**src/rtl/iq_fmt_pkg.sv**
```systemverilog
package iq_fmt_pkg;
  typedef enum logic {ST_IDLE, ST_SHIFT} fmt_state_e;
  localparam int RATE_W = 2;
  localparam int CNT_W  = 3;
endpackage

```
**src/rtl/iq_fmt_conv.sv**
```systemverilog
module iq_fmt_conv #(
  parameter int W = 16
) (
  input  logic [W-1:0] din,
  input  logic         offset_bin,
  output logic [W-1:0] dout
);
  localparam logic [W-1:0] SIGN_MASK = {1'b1, {(W-1){1'b0}}};

  always_comb begin
    dout = offset_bin ? (din ^ SIGN_MASK) : din;
  end
endmodule

```
**src/rtl/iq_fmt_timer.sv**
```systemverilog
module iq_fmt_timer
  import iq_fmt_pkg::*;
(
  input  logic              clk,
  input  logic              rst_n,
  input  logic              start,
  input  logic              run,
  input  logic [RATE_W-1:0] rate,
  output logic              bit_end,
  output logic              half_next
);
  logic [CNT_W-1:0] cnt_q, cnt_d, last;
  logic             cnt_en;

  always_comb begin
    last    = CNT_W'((4'd1 << rate) - 4'd1);
    bit_end = run && (cnt_q == last);
    cnt_en  = start || run;
    cnt_d   = cnt_q;
    if (start)        cnt_d = '0;
    else if (bit_end) cnt_d = '0;
    else if (run)     cnt_d = cnt_q + 1'b1;
    case (rate)
      2'd0:    half_next = 1'b0;
      2'd1:    half_next = cnt_d[0];
      2'd2:    half_next = cnt_d[1];
      default: half_next = cnt_d[2];
    endcase
  end

  always_ff @(posedge clk or negedge rst_n) begin
    if (!rst_n)      cnt_q <= '0;
    else if (cnt_en) cnt_q <= cnt_d;
  end
endmodule

```
**src/rtl/iq_fmt_lane.sv**
```systemverilog
module iq_fmt_lane #(
  parameter int W = 16
) (
  input  logic         clk,
  input  logic         rst_n,
  input  logic         load,
  input  logic         shift,
  input  logic         msb_first,
  input  logic [W-1:0] din,
  output logic         bit_out
);
  logic [W-1:0] sr_q, sr_d;
  logic         sr_en;

  always_comb begin
    sr_en = load || shift;
    if (load)           sr_d = din;
    else if (msb_first) sr_d = {sr_q[W-2:0], 1'b0};
    else                sr_d = {1'b0, sr_q[W-1:1]};
    bit_out = msb_first ? sr_q[W-1] : sr_q[0];
  end

  always_ff @(posedge clk or negedge rst_n) begin
    if (!rst_n)     sr_q <= '0;
    else if (sr_en) sr_q <= sr_d;
  end
endmodule

```
**src/rtl/iq_out_fmt.sv**
```systemverilog
module iq_out_fmt
  import iq_fmt_pkg::*;
#(
  parameter int SAMPLE_W = 16
) (
  input  logic                clk,
  input  logic                rst_n,
  input  logic                in_valid,
  input  logic [SAMPLE_W-1:0] in_i,
  input  logic [SAMPLE_W-1:0] in_q,
  input  logic                cfg_serial,
  input  logic                cfg_seq,
  input  logic                cfg_msb_first,
  input  logic                cfg_offset_bin,
  input  logic                cfg_rdy_low,
  input  logic                cfg_sclk_inv,
  input  logic [1:0]          cfg_rate,
  output logic [SAMPLE_W-1:0] par_i,
  output logic [SAMPLE_W-1:0] par_q,
  output logic                rdy,
  output logic                sclk,
  output logic                sdat_i,
  output logic                sdat_q,
  output logic                overrun
);
  localparam int W      = SAMPLE_W;
  localparam int BIDX_W = $clog2(2 * W);
  localparam logic [BIDX_W-1:0] LAST_SIM = BIDX_W'(W - 1);
  localparam logic [BIDX_W-1:0] LAST_SEQ = BIDX_W'(2 * W - 1);
  localparam logic [BIDX_W-1:0] Q_START  = BIDX_W'(W);

  // reset: asynchronous assert, synchronous release
  logic [1:0] rst_sync_q;
  logic       rst_i_n;

  always_ff @(posedge clk or negedge rst_n) begin
    if (!rst_n) rst_sync_q <= 2'b00;
    else        rst_sync_q <= {rst_sync_q[0], 1'b1};
  end
  assign rst_i_n = rst_sync_q[1];

  // number format conversion
  logic [W-1:0] fmt_i, fmt_q;

  iq_fmt_conv #(.W(W)) u_conv_i (.din(in_i), .offset_bin(cfg_offset_bin), .dout(fmt_i));
  iq_fmt_conv #(.W(W)) u_conv_q (.din(in_q), .offset_bin(cfg_offset_bin), .dout(fmt_q));

  // control state
  fmt_state_e        state_q, state_d;
  logic [BIDX_W-1:0] bidx_q, bidx_d;
  logic              busy_q, busy_d;
  logic              accept_ser, accept_par, bit_end, half_next;
  logic              lane_sel, last_bit, shift_i, shift_q;
  logic              ovr_q, ovr_d;
  logic              par_rdy_q;
  logic              raw_clk_q, raw_clk_d, raw_clk;
  logic              bit_i, bit_q;
  logic              rdy_act;
  logic [W-1:0]      par_i_q, par_q_q;

  always_comb begin
    busy_q     = (state_q == ST_SHIFT);
    accept_ser = cfg_serial && in_valid && !busy_q;
    accept_par = !cfg_serial && in_valid;
    lane_sel   = cfg_seq && (bidx_q >= Q_START);
    last_bit   = bidx_q == (cfg_seq ? LAST_SEQ : LAST_SIM);
    state_d    = state_q;
    bidx_d     = bidx_q;
    if (accept_ser) begin
      state_d = ST_SHIFT;
      bidx_d  = '0;
    end else if (bit_end) begin
      if (last_bit) state_d = ST_IDLE;
      else          bidx_d  = bidx_q + 1'b1;
    end
    busy_d    = (state_d == ST_SHIFT);
    shift_i   = bit_end && (!cfg_seq || !lane_sel);
    shift_q   = bit_end && (!cfg_seq || lane_sel);
    ovr_d     = ovr_q || (cfg_serial && in_valid && busy_q);
    raw_clk_d = busy_d && half_next;
  end

  always_ff @(posedge clk or negedge rst_i_n) begin
    if (!rst_i_n) begin
      state_q   <= ST_IDLE;
      bidx_q    <= '0;
      ovr_q     <= 1'b0;
      par_rdy_q <= 1'b0;
      raw_clk_q <= 1'b0;
    end else begin
      state_q   <= state_d;
      bidx_q    <= bidx_d;
      ovr_q     <= ovr_d;
      par_rdy_q <= accept_par;
      raw_clk_q <= raw_clk_d;
    end
  end

  always_ff @(posedge clk or negedge rst_i_n) begin
    if (!rst_i_n) begin
      par_i_q <= '0;
      par_q_q <= '0;
    end else if (accept_par) begin
      par_i_q <= fmt_i;
      par_q_q <= fmt_q;
    end
  end

  // bit timing and serial lanes
  iq_fmt_timer u_timer (
    .clk(clk), .rst_n(rst_i_n), .start(accept_ser), .run(busy_q),
    .rate(cfg_rate), .bit_end(bit_end), .half_next(half_next)
  );

  iq_fmt_lane #(.W(W)) u_lane_i (
    .clk(clk), .rst_n(rst_i_n), .load(accept_ser), .shift(shift_i),
    .msb_first(cfg_msb_first), .din(fmt_i), .bit_out(bit_i)
  );

  iq_fmt_lane #(.W(W)) u_lane_q (
    .clk(clk), .rst_n(rst_i_n), .load(accept_ser), .shift(shift_q),
    .msb_first(cfg_msb_first), .din(fmt_q), .bit_out(bit_q)
  );

  // outputs; at full rate the second bit half is the low clock phase
  always_comb begin
    raw_clk = (cfg_rate == 2'd0) ? (busy_q && !clk) : raw_clk_q;
    rdy_act = par_rdy_q || (busy_q && (bidx_q == '0));
    sclk    = raw_clk ^ cfg_sclk_inv;
    rdy     = rdy_act ^ cfg_rdy_low;
    sdat_i  = busy_q && (lane_sel ? bit_q : bit_i);
    sdat_q  = busy_q && !cfg_seq && bit_q;
    par_i   = par_i_q;
    par_q   = par_q_q;
    overrun = ovr_q;
  end
endmodule

```
**config.mk**
```make
export PLATFORM = sky130hd
export DESIGN_NAME = iq_out_fmt
export DESIGN_NICKNAME = d
export VERILOG_FILES = /design/src/rtl/iq_fmt_pkg.sv /design/src/rtl/iq_fmt_conv.sv /design/src/rtl/iq_fmt_timer.sv /design/src/rtl/iq_fmt_lane.sv /design/src/rtl/iq_out_fmt.sv
export SDC_FILE = /design/constraint.sdc
export NUM_CORES = 1
export LEC_CHECK = 0
export BUFFER_PORTS_ARGS = -buffer_cell sky130_fd_sc_hd__buf_4
export CORE_ASPECT_RATIO = 0.8
export CORE_UTILIZATION = 60
export DETAILED_ROUTE_END_ITERATION = 16
export GPL_TIMING_DRIVEN = 0
export PLACE_DENSITY = 0.85
export SLEW_MARGIN = 20
export SYNTH_ARGS = -nofsm -noshare
export SYNTH_HDL_FRONTEND = slang
export SYNTH_HIERARCHICAL = 1
export SYNTH_SLANG_ARGS = --single-unit
```
**constraint.sdc**
```tcl
create_clock -name clk -period 6.8 [get_ports clk]
set_input_delay 0.68 -clock clk [delete_from_list [all_inputs] [get_ports clk]]
set_output_delay 0.68 -clock clk [all_outputs]
set_load 0.02 [all_outputs]
```
==> metrics.cfg, run 1 <==
[floorplan]
core_area_mm2 = 0.00660
io_pins = 80
rows = 26
die_w_um = 95.9
dieArea_mm2 = 0.00739
dieHeight_um = 77.1
start_util_pct = 64.0

[detailed_routing]
drt_iter0_drc = 145
vias = 2973
dr.pass1.iters = 5
viasPerCell = 5.74
wl_per_cell_um = 17.5
wirelength_mm = 9.07
drtAntennaViolNets = 0
drcViolationCount = 0

[yosys]
yosys.area_share.simple_pct = 14.3
yosys.area_share.xor_xnor_pct = 1.24
synth_cell_types = 40
synth_fa_ha_area_share_pct = 1.78
synth_nets = 414
muxShareOfSynthArea_pct = 16.3
postSynthCellCount = 365
yosysSeqAreaShare_pct = 46.2
yosysWarnings = 6
synth_top_family_by_area = multiplexers
synth_area_per_cell_um2 = 11.6
synth_flop_cell = dfrtp_1
synth_seq_cells = 78
syn_area_mm2 = 0.00423
postSynth.asyncResetShare_pct = 100
synth-edff-count = 0
synth_compound_area_share_pct = 9.73

[power_and_ir_drop]
leakage_nw = 2.29
power_density_mw_per_mm2 = 344
power.total_mw = 1.72
ir_worst_vdd_mv = 0.209

[clock_tree]
clkTransAtPathRegs_ns = 0.08
clock_latency_ns = 0.47
postCtsSetupRepairBufs = 0
cts_resized = 0
cts_tree = built

[global_route]
grt_pass1_wl_mm = 15.0
grt_max_degree = 43
antenna_found_initial = 0
grt_pass1_vias = 2969
grt.total_usage_pct = 27.7
overflow = 0

[finish]
fin_cells = 518
final.fill_count = 454
utilization_pct = 75.6
mostFrequentLayoutCells = buf_4, dfrtp_1, nand2_1
layout_commonest_cell = buf_4
fin_nets = 478
final_area_mm2 = 0.00499
antennaDiodeCount = 0
area_delta_synth_final_pct = 18.0
drive_gt1_share_pct = 37.6

[run_status]
status = finished clean

[setup_path]
worst-setup-path-type = clk -> out
worstPathRequired_ns = 6.12
crit_path_end_kind = primary output
worst_ep_arrival_time_ns = 4.29
cpPeakStageDelay_ns = 0.33
crit_path_top_delay_cell = o41ai_2
crit_path_frequent_cell = clkbuf_8
crit_fanout = 2
cp-start-kind = clock port
cp_cell_sequence = clkbuf_8 -> clkbuf_8 -> o41ai_2 -> xor2_1 -> buf_4

[timing]
worst_pin_slew_ns = 0.772
whs_ns = 0.303
timing.final.ws_setup_ns = 1.83
finalClockSkew_ns = 0.0110
setup_viol = 0
rsz0062_at_grt = no
tns_ns = 0
hold_viol_final = 0
max_slew_margin_pct = 48.4
slew_viol_final = 0

[job]
cap_violations = 0

[worst_hold_path]
min_path_type = reg -> async

[placed_design]
hpwl_mm = 6.32
place_area_mm2 = 0.00472
port-buffer-count = 48
dp.cells = 498
place_congestion = 0.813
post-place-ws_ns = 2.09

==> area by class of cell <==
cell class              count  area (µm²)  area share (%)
plain buffers              48         403            8.07
multi-input cells         230        1840            36.9
inverters                   9        33.8           0.677
repair buffers             49         383            7.67
clock inverters             6        95.1            1.90
flip-flops and latches     78        1960            39.2
clock buffers              14         176            3.53
well taps                  84         105            2.11
==> routing by layer <==
metal  track usage (%)  routed length [µm]
met2              38.6                4090
met1              39.9                4330
met3              10.4                 537
met4              8.06                 112
met5                 0                   0
==> timing repair <==
item                       CTS  global route
hold buffers                 1             0
setup endpoints to repair    0             0
hold endpoints to repair     2             0
==> cell usage after synthesis (all sizes together) (5+ instances only) <==
master	instances	area, µm²
a31oi	7	50.1
buf	48	403
dfrtp	78	1950
ha	6	75.1
inv	9	33.8
mux2	34	390
mux2i	30	300
nand2	33	124
nand2b	6	42.5
nor2	8	30.0
nor2b	5	31.3
o211ai	29	258
o21ai	7	35.0
or3b	28	245
==> sequential cells by signal, indices dropped and copies added, names as in the netlist <==
register,count
par_rdy_q,1
rst_sync_q,2
raw_clk_q,1
bidx_q,5
u_lane_i/sr_q,16
busy_q,1
par_q,16
overrun,1
u_timer/cnt_q,3
par_i,16
u_lane_q/sr_q,16
==> critical path, delay by kind of cell <==
kind / cells / cell delay [ns]
buffers and inverters: 3 / 0.38
AO/OA/AOI/OAI: 1 / 0.33
XOR/XNOR: 1 / 0.17
==> power by group <==
part	leakage, nW	switching [mW]	internal [mW]
registers	0.951	0.113	0.598
logic	1.19	0.270	0.287
clock network	0.150	0.195	0.256
total	2.29	0.577	1.14
==> worst paths after layout <==
check	startpoint	to	slack [ns]	cells after the start
max in group asynchronous	rst_sync_q[1]$_DFF_PN0_	u_timer/cnt_q[1]$_DFFE_PN0P_	5.91	1
worst min register to register	rst_sync_q[1]$_DFF_PN0_	par_i[13]$_DFFE_PN0P_	0.30	0
min in group clk	rst_sync_q[0]$_DFF_PN0_	rst_sync_q[1]$_DFF_PN0_	0.35	0
worst min-delay path	rst_sync_q[1]$_DFF_PN0_	par_i[13]$_DFFE_PN0P_	0.30	0
worst max-delay path	clk	sclk	1.83	5
worst max register to register	u_timer/cnt_q[2]$_DFFE_PN0P_	u_lane_q/sr_q[5]$_DFFE_PN0P_	3.96	8
==> kinds of logic (layout without fill, tap and decap cells) <==
family          after synthesis  in the layout
simple gates                101            101
flops                        78             78
mux                          64             64
buf+inv                      57            126
compound gates               52             52
fa+ha+maj                     6              6
xor+xnor                      6              6
other cells                   1              1
Power figures use the tool's default switching activity.
==> run 2: changes to the inputs <==
--- a/config.mk
+++ b/config.mk
@@ -7,10 +7,10 @@
 export LEC_CHECK = 0
 export BUFFER_PORTS_ARGS = -buffer_cell sky130_fd_sc_hd__buf_4
 export CORE_ASPECT_RATIO = 0.8
-export CORE_UTILIZATION = 60
+export CORE_UTILIZATION = 50
 export DETAILED_ROUTE_END_ITERATION = 16
 export GPL_TIMING_DRIVEN = 0
-export PLACE_DENSITY = 0.85
+export PLACE_DENSITY = 0.76
 export SLEW_MARGIN = 20
 export SYNTH_ARGS = -nofsm -noshare
 export SYNTH_HDL_FRONTEND = slang
==> constraint.sdc (replaced) <==
create_clock -name clk -period 4.3 [get_ports clk]
set_input_delay 0.43 -clock clk [delete_from_list [all_inputs] [get_ports clk]]
set_output_delay 0.43 -clock clk [all_outputs]
set_load 0.02 [all_outputs]
==> metrics.cfg, run 2 (same netlist as run 1, synthesis figures left out) <==
[timing]
finalClockSkew_ns = 0.00828  ; -0.00269 ns
slew_viol_final = 0  ; unchanged
setup_viol = 0  ; unchanged
tns_ns = 0  ; unchanged
rsz0062_at_grt = no
max_slew_margin_pct = 53.2  ; +4.8 points
worst_pin_slew_ns = 0.699  ; -0.0723 ns
hold_viol_final = 0  ; unchanged

[finish]
layout_commonest_cell = buf_4
fin_nets = 478  ; unchanged
drive_gt1_share_pct = 37.8  ; +0.23 points
antennaDiodeCount = 0  ; unchanged
final.fill_count = 662  ; +46%
area_delta_synth_final_pct = 19.4
utilization_pct = 62.7  ; -13 points
regArea_mm2 = 0.00196  ; unchanged
mostFrequentLayoutCells = buf_4, dfrtp_1, nand2_1
final_area_mm2 = 0.00505  ; +1.2%
multi_input_area_mm2 = 0.00184  ; unchanged

[floorplan]
die_w_um = 105  ; +9.3%
dieArea_mm2 = 0.00883  ; +20%
core_area_mm2 = 0.00806  ; +22%
dieHeight_um = 84.3  ; +9.3%
io_pins = 80  ; unchanged
start_util_pct = 52.5  ; -12 points
rows = 29  ; +12%

[setup_path]
crit_path_frequent_cell = clkbuf_8
worst-setup-path-type = clk -> out
crit_fanout = 2  ; unchanged
crit_path_top_delay_cell = o41ai_2
cp_cell_sequence = clkbuf_8 -> clkbuf_8 -> o41ai_2 -> xor2_1 -> buf_4
cpPeakStageDelay_ns = 0.33  ; about the same
crit_path_end_kind = primary output
worstPathRequired_ns = 3.87  ; -2.25 ns
cp-start-kind = clock port
worst_ep_arrival_time_ns = 3.03  ; -1.26 ns

[placed_design]
hpwl_mm = 6.36  ; +0.68%
place_area_mm2 = 0.00476  ; +0.80%
port-buffer-count = 48  ; unchanged
place_congestion = 0.802  ; -1.4%

[job]
cap_violations = 0  ; unchanged

[power_and_ir_drop]
power_density_mw_per_mm2 = 548  ; +59%
leakage_nw = 2.30  ; +0.54%
ir_worst_vdd_mv = 0.262  ; +25%

[detailed_routing]
wirelength_mm = 8.95  ; -1.3%
drt_iter0_drc = 141  ; -2.8%
vias = 2936  ; -1.2%
wl_per_cell_um = 16.5  ; -5.7%
viasPerCell = 5.42  ; -5.6%
drtAntennaViolNets = 0  ; unchanged
drcViolationCount = 0  ; unchanged
dr.pass1.iters = 4  ; -1

[global_route]
antenna_found_initial = 0  ; unchanged
grt.total_usage_pct = 21.3  ; -6.4 points
grt_pass1_wl_mm = 14.6  ; -2.8%
overflow = 0  ; unchanged
grt_max_degree = 55  ; +28%
grt_pass1_vias = 2839  ; -4.4%

[run_status]
status = finished clean

[clock_tree]
clkTransAtPathRegs_ns = 0.09  ; about the same
postCtsSetupRepairBufs = 0  ; unchanged
clock_latency_ns = 0.45  ; -0.02 ns
cts_tree = built

[worst_hold_path]
min_path_type = in -> reg

## run 2: where the power goes
group | internal [mW] | switching [mW] | total [mW]
registers | 0.945 | 0.175 | 1.12
clock network | 0.462 | 0.309 | 0.770
logic | 0.454 | 0.421 | 0.876
## run 2: worst paths after layout
| kind | depth (start not counted) | to | startpoint | slack, ns |
|---|---|---|---|---|
| setup reg to reg | 8 | u_lane_i/sr_q[9]$_DFFE_PN0P_ | u_timer/cnt_q[2]$_DFFE_PN0P_ | 1.61 |
| setup / recovery | 5 | sclk | clk | 0.84 |
| hold reg to reg | 0 | par_q[14]$_DFFE_PN0P_ | rst_sync_q[1]$_DFF_PN0_ | 0.24 |
| hold / removal | 3 | u_lane_q/sr_q[7]$_DFFE_PN0P_ | in_q[7] | 0.20 |
| min in group asynchronous | 0 | par_q[14]$_DFFE_PN0P_ | rst_sync_q[1]$_DFF_PN0_ | 0.24 |
| max in group asynchronous | 1 | par_q[3]$_DFFE_PN0P_ | rst_sync_q[1]$_DFF_PN0_ | 3.48 |
## run 2: timing repair
action,4_1_cts,5_1_grt
endpoints found under the setup margin,0,0
hold buffers,1,0
endpoints found under the hold margin,2,0
resized for setup,0,0
## run 2: worst max-delay path: cells and delay by family
family / cells / cell delay, ns
buf+inv: 3 / 0.38
compound gates: 1 / 0.33
xor+xnor: 1 / 0.17
## run 2: cell type report
| cell class | count | share of cell area (%) |
|---|---|---|
| Buffer | 48 | 7.98 |
| Clock inverter | 7 | 2.38 |
| Tap cell | 108 | 2.68 |
| Clock buffer | 13 | 3.42 |
| Sequential cell | 78 | 38.7 |
| Timing Repair Buffer | 49 | 7.73 |
| Inverter | 9 | 0.669 |
| Multi-Input combinational cell | 230 | 36.4 |
## run 2: metal layers
metal	global-route usage (%)	part of all wire, %	up-vias	routed length, µm
met5	0	0	-	0
met4	4.99	0.26	0	23
met3	7.22	5.7	3	509
met2	30.3	45	72	4040
met1	31.2	49	1449	4370
li1	-	-	1412	-
## run 2: per-stage QoR
step                      std cells  total power, mW  hold slack, ns  setup slack [ns]
after floorplan                 365             1.75           0.134              1.01
after global placement          521             1.98           0.213              1.07
after detailed placement        522             2.03           0.214              1.09
after CTS                       542             2.79           0.179             0.820
after global routing            542             2.92           0.187             0.788
final                           542             2.77           0.200             0.842
